File: src/rtl/wdog_pkg.sv
package wdog_pkg;
  // Byte offsets of the register slots.
  localparam logic [3:0] OFS_COUNT  = 4'h0;
  localparam logic [3:0] OFS_RELOAD = 4'h4;
  localparam logic [3:0] OFS_KICK   = 4'h8;
  localparam logic [3:0] OFS_CTRL   = 4'hC;

  // Restart word that arms the counter.
  localparam logic [15:0] KICK_WORD = 16'h4755;

  // Control register, bit 0 at the bottom.
  typedef struct packed {
    logic [1:0] mode;      // 6:5 reset-mode code
    logic       slow_tick; // 4   step on the 1 MHz enable
    logic       ext_en;    // 3   external trigger on expiry
    logic       irq_en;    // 2   interrupt on expiry
    logic       rst_en;    // 1   reset request on expiry
    logic       run;       // 0   counting enabled
  } wd_ctrl_t;

  localparam int CTRL_W = $bits(wd_ctrl_t);
endpackage

File: src/rtl/wdog_regs.sv
module wdog_regs
  import wdog_pkg::*;
#(
  parameter int DATA_W = 32,
  parameter int CNT_W  = 32
) (
  input  logic              clk,
  input  logic              rst_n,
  input  logic              wr_i,
  input  logic [3:0]        addr_i,
  input  logic [DATA_W-1:0] wdata_i,
  output wd_ctrl_t          ctrl_o,
  output logic [CNT_W-1:0]  reload_o,
  output logic              kick_o,
  output logic              halt_wr_o
);
  localparam logic [DATA_W-1:0] KICK_FULL = DATA_W'(KICK_WORD);

  wd_ctrl_t         ctrl_q;
  logic [CNT_W-1:0] reload_q;

  // A restart needs the whole word to match, upper bits included.
  assign kick_o    = wr_i && (addr_i == OFS_KICK) && (wdata_i == KICK_FULL);
  assign halt_wr_o = wr_i && (addr_i == OFS_CTRL) && !wdata_i[0];

  always_ff @(posedge clk or negedge rst_n) begin
    if (!rst_n) begin
      ctrl_q   <= '0;
      reload_q <= '0;
    end else if (wr_i) begin
      if (addr_i == OFS_CTRL)   ctrl_q   <= wd_ctrl_t'(wdata_i[CTRL_W-1:0]);
      if (addr_i == OFS_RELOAD) reload_q <= wdata_i[CNT_W-1:0];
    end
  end

  assign ctrl_o   = ctrl_q;
  assign reload_o = reload_q;
endmodule

File: src/rtl/wdog_tick.sv
module wdog_tick (
  input  logic slow_sel_i,
  input  logic tick_i,
  output logic step_o
);
  // Fast mode steps on every clock; slow mode waits for the tick enable.
  assign step_o = slow_sel_i ? tick_i : 1'b1;
endmodule

File: src/rtl/wdog_core.sv
module wdog_core #(
  parameter int CNT_W = 32
) (
  input  logic             clk,
  input  logic             rst_n,
  input  logic             run_i,
  input  logic             step_i,
  input  logic             kick_i,
  input  logic             halt_i,
  input  logic [CNT_W-1:0] reload_i,
  input  logic             rst_en_i,
  input  logic             irq_en_i,
  input  logic             ext_en_i,
  output logic [CNT_W-1:0] cnt_o,
  output logic             irq_o,
  output logic             sys_rst_o,
  output logic             ext_o
);
  localparam logic [CNT_W-1:0] ONE = CNT_W'(1);

  logic [CNT_W-1:0] cnt_q;
  logic             irq_q, sys_rst_q, ext_q;
  logic             advance, expire;

  assign advance = run_i && step_i && (cnt_q != '0);
  assign expire  = advance && !kick_i && (cnt_q == ONE);

  always_ff @(posedge clk or negedge rst_n) begin
    if (!rst_n) begin
      cnt_q     <= '0;
      irq_q     <= 1'b0;
      sys_rst_q <= 1'b0;
      ext_q     <= 1'b0;
    end else begin
      if (kick_i)       cnt_q <= reload_i;
      else if (advance) cnt_q <= cnt_q - ONE;

      sys_rst_q <= expire && rst_en_i;
      ext_q     <= expire && ext_en_i;

      if (kick_i || halt_i)        irq_q <= 1'b0;
      else if (expire && irq_en_i) irq_q <= 1'b1;
    end
  end

  assign cnt_o     = cnt_q;
  assign irq_o     = irq_q;
  assign sys_rst_o = sys_rst_q;
  assign ext_o     = ext_q;
endmodule

File: src/rtl/wdog_timer.sv
module wdog_timer
  import wdog_pkg::*;
#(
  parameter int DATA_W = 32,
  parameter int CNT_W  = 32
) (
  input  logic              clk,
  input  logic              rst_n,
  input  logic              tick_1us_i,
  input  logic              reg_wr_i,
  input  logic [3:0]        reg_addr_i,
  input  logic [DATA_W-1:0] reg_wdata_i,
  output logic [DATA_W-1:0] reg_rdata_o,
  output logic              irq_o,
  output logic              sys_rst_req_o,
  output logic              ext_trig_o,
  output logic [1:0]        rst_mode_o
);
  wd_ctrl_t          ctrl_q;
  logic [CTRL_W-1:0] ctrl_bits;
  logic [CNT_W-1:0]  reload_q;
  logic [CNT_W-1:0]  cnt_q;
  logic              kick, halt_wr, step;

  wdog_regs #(.DATA_W(DATA_W), .CNT_W(CNT_W)) u_regs (
    .clk       (clk),
    .rst_n     (rst_n),
    .wr_i      (reg_wr_i),
    .addr_i    (reg_addr_i),
    .wdata_i   (reg_wdata_i),
    .ctrl_o    (ctrl_q),
    .reload_o  (reload_q),
    .kick_o    (kick),
    .halt_wr_o (halt_wr)
  );

  wdog_tick u_tick (
    .slow_sel_i (ctrl_q.slow_tick),
    .tick_i     (tick_1us_i),
    .step_o     (step)
  );

  wdog_core #(.CNT_W(CNT_W)) u_core (
    .clk       (clk),
    .rst_n     (rst_n),
    .run_i     (ctrl_q.run),
    .step_i    (step),
    .kick_i    (kick),
    .halt_i    (halt_wr),
    .reload_i  (reload_q),
    .rst_en_i  (ctrl_q.rst_en),
    .irq_en_i  (ctrl_q.irq_en),
    .ext_en_i  (ctrl_q.ext_en),
    .cnt_o     (cnt_q),
    .irq_o     (irq_o),
    .sys_rst_o (sys_rst_req_o),
    .ext_o     (ext_trig_o)
  );

  assign ctrl_bits  = ctrl_q;
  assign rst_mode_o = ctrl_q.mode;

  always_comb begin
    case (reg_addr_i)
      OFS_COUNT:  reg_rdata_o = DATA_W'(cnt_q);
      OFS_RELOAD: reg_rdata_o = DATA_W'(reload_q);
      OFS_CTRL:   reg_rdata_o = DATA_W'(ctrl_bits);
      default:    reg_rdata_o = '0;
    endcase
  end
endmodule

File: config.mk
export PLATFORM = sky130hd
export DESIGN_NAME = wdog_timer
export DESIGN_NICKNAME = d
export VERILOG_FILES = /design/src/rtl/wdog_pkg.sv /design/src/rtl/wdog_regs.sv /design/src/rtl/wdog_tick.sv /design/src/rtl/wdog_core.sv /design/src/rtl/wdog_timer.sv
export SDC_FILE = /design/constraint.sdc
export NUM_CORES = 1
export LEC_CHECK = 0
export ABC_AREA = 1
export ABC_CLOCK_PERIOD_IN_PS = 1900
export BUFFER_PORTS_ARGS = -buffer_cell sky130_fd_sc_hd__buf_4
export CORE_ASPECT_RATIO = 1.1
export CORE_UTILIZATION = 51
export CTS_BUF_LIST = sky130_fd_sc_hd__clkbuf_4 sky130_fd_sc_hd__clkbuf_8 sky130_fd_sc_hd__clkbuf_16
export DETAILED_ROUTE_END_ITERATION = 10
export PLACE_DENSITY = 0.82
export SETUP_SLACK_MARGIN = 0.1
export SLEW_MARGIN = 10
export SYNTH_ARGS = -nofsm -noshare
export SYNTH_HDL_FRONTEND = slang
export SYNTH_SLANG_ARGS = --single-unit
File: constraint.sdc
create_clock -name clk -period 1.9 [get_ports clk]
set_input_delay 0.19 -clock clk [delete_from_list [all_inputs] [get_ports clk]]
set_output_delay 0.19 -clock clk [all_outputs]
set_load 0.01 [all_outputs]
Word-level counts from Yosys, hierarchy flattened. Index checks and enable logic that the tools add are counted. W data, S select, Z words.

Output and inout bits: 37. Register bits after elaboration: 74. Input port bits: 40. Word-level logic and storage cells: 43.

$add $sub $neg: 1. Mux-type cells: 6. Reduce and logical (&&, ||, !) cells: 20. Eq/ne operators: 5.

Operators by type and width (number): $pmux W32 S3 (1); $mux W32 (2); $eq A32 B1 Y1 const B (1); $eq A32 B15 Y1 const B (1); $reduce_bool A32 Y1 (1); $sub A32 B1 Y32 const B (1); $logic_and A1 B1 Y1 (11); $eq A4 B4 Y1 const B (2); $eq A4 B3 Y1 const B (1); $logic_not A4 Y1 (1); $reduce_and A2 Y1 (2); $reduce_bool A2 Y1 (2); $mux W1 (3); $logic_not A1 Y1 (2); $logic_or A1 B1 Y1 (1).

Depth between registers and ports, before layout.
Depth after elaboration: 9. Depth in mapped cells: 12. Mapped depth without buffers: 11.

Modules after synthesis. A second synthesis with hierarchy kept.

Cell total of the unflattened synthesis: 650. Area, all modules: 4883.4 µm².

Modules (own cells, without submodules): wdog_core (seq. area each 875.8 µm², area each 2429.8 µm², times used 1, cells an instance 331); wdog_regs (seq. area each 975.9 µm², area each 1826.8 µm², times used 1, cells an instance 195); wdog_timer (seq. area each 0.0 µm², area each 619.3 µm², times used 1, cells an instance 122); wdog_tick (seq. area each 0.0 µm², area each 7.5 µm², times used 1, cells an instance 2).

Worst setup path after synthesis. Ideal clock, no wire load.

Path type: register to register. Start: reg u_core.cnt_q[0] (netlist: u_core.cnt_o[0]). End: reg u_core.cnt_q[22] (netlist: u_core.cnt_o[22]). Data arrival time: 1.681 ns. Library setup time: 0.125 ns. Path buffers: 1. Stages on the path, launching flop included: 13. Data required time: 1.775 ns. Setup slack: 0.094 ns. Period minus slack after synthesis: 1.806 ns. Cell sequence: dfrtp_1 -> inv_1 -> ha_1 -> nand2_1 -> nor2_4 -> nand2_2 -> nor2_2 -> nor2_4 -> nand2_4 -> inv_2 -> buf_6 -> nand2_1 -> nand3_1.

Word-level cells in the longest chain between the ends: 3. Elaborated cells on any way between the ends: 6. Those cells by class: add/sub: 1; mux: 2; reduce/logical: 3.

Ends and longest elaborated chain: start: declaration (line wdog_core.sv:21) `logic [CNT_W-1:0] cnt_q;`; start signal: assignment (line wdog_core.sv:35) `if (kick_i) cnt_q <= reload_i;`; start signal: assignment (line wdog_core.sv:36) `else if (advance) cnt_q <= cnt_q - ONE;`; $sub A32 B1 Y32 or $reduce_bool A32 Y1 (tied branches) (line wdog_core.sv:36, wdog_core.sv:25); $mux W32 or $logic_and A1 B1 Y1 (tied branches) (line wdog_core.sv:36, wdog_core.sv:25); $mux W32 or $reduce_bool A2 Y1 (tied branches).

Parallel ways exist; a longest one is shown, timed or not. The select of a mux whose other input is x is not followed. A chain may end at the register's enable or synchronous reset.

Worst setup path after layout.
Start: reg u_core.cnt_q[1] (netlist: u_core.cnt_o[1]). End: reg u_core.cnt_q[1] (netlist: u_core.cnt_o[1]).

Same word-level chain as after synthesis.

==> impl_metrics.py <==
metrics = {
    "floorplan": {
        "ioPinCount": 77,
        "die_w_microns": 91.42,
        "num_rows": 35,
        "die_h_microns": 100.4,
        "coreArea_sq_mm": 0.008452,
        "dieArea_sq_mm": 0.009175,
        "start_util": 0.5307,
    },
    "setup_path": {
        "setup.worst_path.start": "u_core.cnt_o[1]",
        "critPathMostFrequentCell": "buf_6",
        "cp_max_fo": 7,
        "reg2reg_depth": 10,
        "worstSetupEndpointType": "flip-flop",
        "startpoint_type": "flip-flop",
        "required_ns": 2.17,
        "worstSetupPathType": "reg2reg",
        "cpMaxStageDelayCell": "dfrtp_1",
        "arrival_ns": 2.10,
        "endpoint": "u_core.cnt_o[1]",
        "r2r-end": "u_core.cnt_o[1]",
        "rr_startpoint": "u_core.cnt_o[1]",
        "path_cells": "inv_2 > ha_4 > nand2_4 > nor2_4 > nand2_2 > buf_6 > o21bai_4 > buf_6 > nand3_1 > o211ai_1",
        "rrSetupSlack_ns": 0.07,
        "cpPeakStageDelay_ns": 0.41,
    },
    "timing": {
        "final.period_utilization": 0.9633,
        "hold_viol": 0,
        "grt_setup_unrepaired": "true",
        "max_freq_ghz": 0.5464,
        "setup_violations": 0,
        "clock_skew_ns": 0.01332,
        "slew_headroom": 0.5975,
        "fin_crit_ns": 1.830,
        "worst_pin_slew_ns": 0.5974,
        "maxSlewViolCount": 0,
        "fin_tns_setup_ns": 0,
    },
    "detailed_routing": {
        "num_vias": 4952,
        "drt_iter0_markers": 708,
        "drcViolationCount": 0,
        "drt_pass1_iterations": 6,
        "post_drt_wl_per_cell_microns": 17.04,
        "ant_nets": 0,
        "totalWireLength_microns": 14470,
        "vias_per_cell": 5.833,
    },
    "power": {
        "p_switching_mw": 2.978,
        "p_clk_frac": 0.174,
        "combPwrFrac": 0.447,
        "p_per_area_mw_per_mm2": 1163,
        "swShare": 0.4386,
        "p_int_mw": 3.812,
        "cellLeakagePower_nw": 2.849,
        "peakVddDrop_mv": 0.6859,
        "pwr-share-seq": 0.379,
    },
    "placement": {
        "gp_congestion": 0.9525,
        "dp.cells": 816,
        "io_buffer_count": 76,
        "hpwl_microns": 9880,
    },
    "synthesis": {
        "yosys_warnings": 0,
        "syn_area_per_cell_sq_um": 7.177,
        "synthArstFlopShare": 1.000,
        "synth_seq_cells": 74,
        "synth_edf_count": 0,
        "ys_seq_area_frac": 0.4128,
        "synthCells": 625,
        "ys_top_cells_by_area": "dfrtp_1, nand2_1, nand3_1",
        "synthDistinctLibCells": 31,
        "yosysMostFrequentCell": "nand2_1",
        "synth_ff_type": "dfrtp_1",
        "synth_area_sq_mm": 0.004486,
        "synth_top_cell_area_share": 0.4128,
        "synth_common_cells": "nand2_1, dfrtp_1, nand3_1, inv_1, nor2_1",
        "synth_nets": 667,
        "yosys.area.top_type": "dfrtp_1",
    },
    "global_route": {
        "grt_max_degree": 58,
        "met1_usage": 0.4032,
        "grt_use_total": 0.3034,
        "overflow": 0,
        "grt_busiest_layer": "met2",
        "grtUsageMet3": 0.07045,
        "antenna_found_initial": 0,
        "grt_use_met2": 0.4719,
        "grt_pass1_wl_microns": 21630,
        "grt_pass1_vias": 4614,
    },
    "final_layout": {
        "area_delta_synth_final_pct": 30.18,
        "layout.cells.non_filler": 849,
        "nNetsFinal": 775,
        "diodes": 0,
        "final_layout_size_suffix_gt1_frac": 0.2710,
    },
    "cts": {
        "clk_path_buf_depth": 2,
        "clock-sinks": 74,
        "root_buffer": "clkbuf_8",
        "numCtsBuffers": 9,
        "tritoncts": "built",
        "clock_latency_ns": 0.37,
        "path_clk_slew_ns": 0.10,
        "htree_levels": 3,
    },
    "worst_hold_path": {
        "hold_class": "in2reg",
    },
    "outcome": {
        "status": "completed",
    },
    "job": {
        "max-cap-violations": 0,
    },
}
cells in the final DEF (no fill, tap or decap), types with 3 or more instances in the layout:
cell / n
a21oi_1: 4
buf_12: 4
buf_4: 109
buf_6: 4
clkbuf_8: 9
dfrtp_1: 61
dfrtp_2: 13
inv_1: 67
inv_2: 5
inv_6: 4
mux2_2: 3
nand2_1: 168
nand2_2: 5
nand3_1: 67
nand3_2: 5
nand4_1: 20
nor2_1: 50
nor2_2: 17
nor2_4: 8
nor3_1: 4
o211ai_1: 11
o21ai_0: 45
o21ai_1: 7
o221ai_1: 3
xnor2_1: 4
xor2_1: 21
sequential cells by signal, indices dropped and copies added (netlist names):
name              count
u_core.sys_rst_o      1
u_regs.reload_o      32
u_core.ext_o          1
u_regs.ctrl_o         7
u_core.cnt_o         32
u_core.irq_o          1
what timing repair did:
item	CTS	global route
pin swaps	0	11
endpoints found under the setup margin	14	41
resized for setup	1	56
hold endpoints to repair	35	0
cloned	0	2
hold buffers	1	0
buffers inserted	0	14
power groups by stage:
stage | registers (mW) | clock network (mW) | logic (mW)
2_1_floorplan | 2.36 | 0 | 1.69
3_3_place_gp | 2.49 | 0 | 2.32
3_5_place_dp | 2.52 | 0 | 2.41
4_1_cts | 2.49 | 1.17 | 2.44
5_1_grt | 2.61 | 1.24 | 3.32
6_report | 2.58 | 1.18 | 3.04
cell type report:
class | count | area [sq um]
clock inverter | 7 | 58.81
inverter | 73 | 276.5
fill | 650 | 2613
timing repair buffer | 120 | 993.5
multi-input combinational | 455 | 2380
clock buffer | 9 | 123.9
sequential | 74 | 1868
tap | 111 | 138.9
worst max-delay path, delay by kind of cell (launching register included):
| kind | cells | cell delay (ns) |
|---|---|---|
| buf+inv | 3 | 0.45 |
| flops | 1 | 0.41 |
| compound gates | 2 | 0.38 |
| simple gates | 4 | 0.34 |
| fa+ha+maj | 1 | 0.16 |
how the worst min path moves through the flow:
stage                               start                   to  slack [ns]  cells after the start
final                     reg_wdata_i[31]  u_regs.reload_o[31]        0.06                      2
after CTS                 reg_wdata_i[31]  u_regs.reload_o[31]        0.06                      2
after global placement              rst_n     u_regs.ctrl_o[5]        0.18                      1
after detailed placement            rst_n     u_regs.ctrl_o[5]        0.18                      1
after global routing      reg_wdata_i[31]  u_regs.reload_o[31]        0.06                      2
after floorplan                     rst_n      u_core.cnt_o[0]       -0.11                      0
routing by layer:
layer	part of all wire	vias up	wire length (microns)
met4	0.057	0	827
met3	0.11	87	1630
li1	-	2235	-
met5	0	-	0
met1	0.36	2281	5279
met2	0.47	349	6732
per-stage QoR:
stage	hold WS [ns]	util	setup WS [ns]	area, sq um	total power [mW]
floorplan	-0.1056	-	0.1111	4491	4.055
global placement	0.1761	0.6330	0.1688	5350	4.816
detailed placement	0.1806	0.6330	0.09150	5350	4.928
CTS	0.05656	0.6561	0.06642	5545	6.108
global route	0.06020	0.6909	-0.03743	5839	7.171
finish	0.06443	0.6909	0.06977	5839	6.790
cells by family after synthesis:
logic type / count (synthesis) / share of synthesized area
compound gates: 75 / 0.09568
xor+xnor: 25 / 0.04881
fa+ha+maj: 2 / 0.005578
buf+inv: 96 / 0.08535
flops: 74 / 0.4128
mux: 3 / 0.007531
simple gates: 350 / 0.3442
Note: power is estimated with default switching activity, not from simulation.
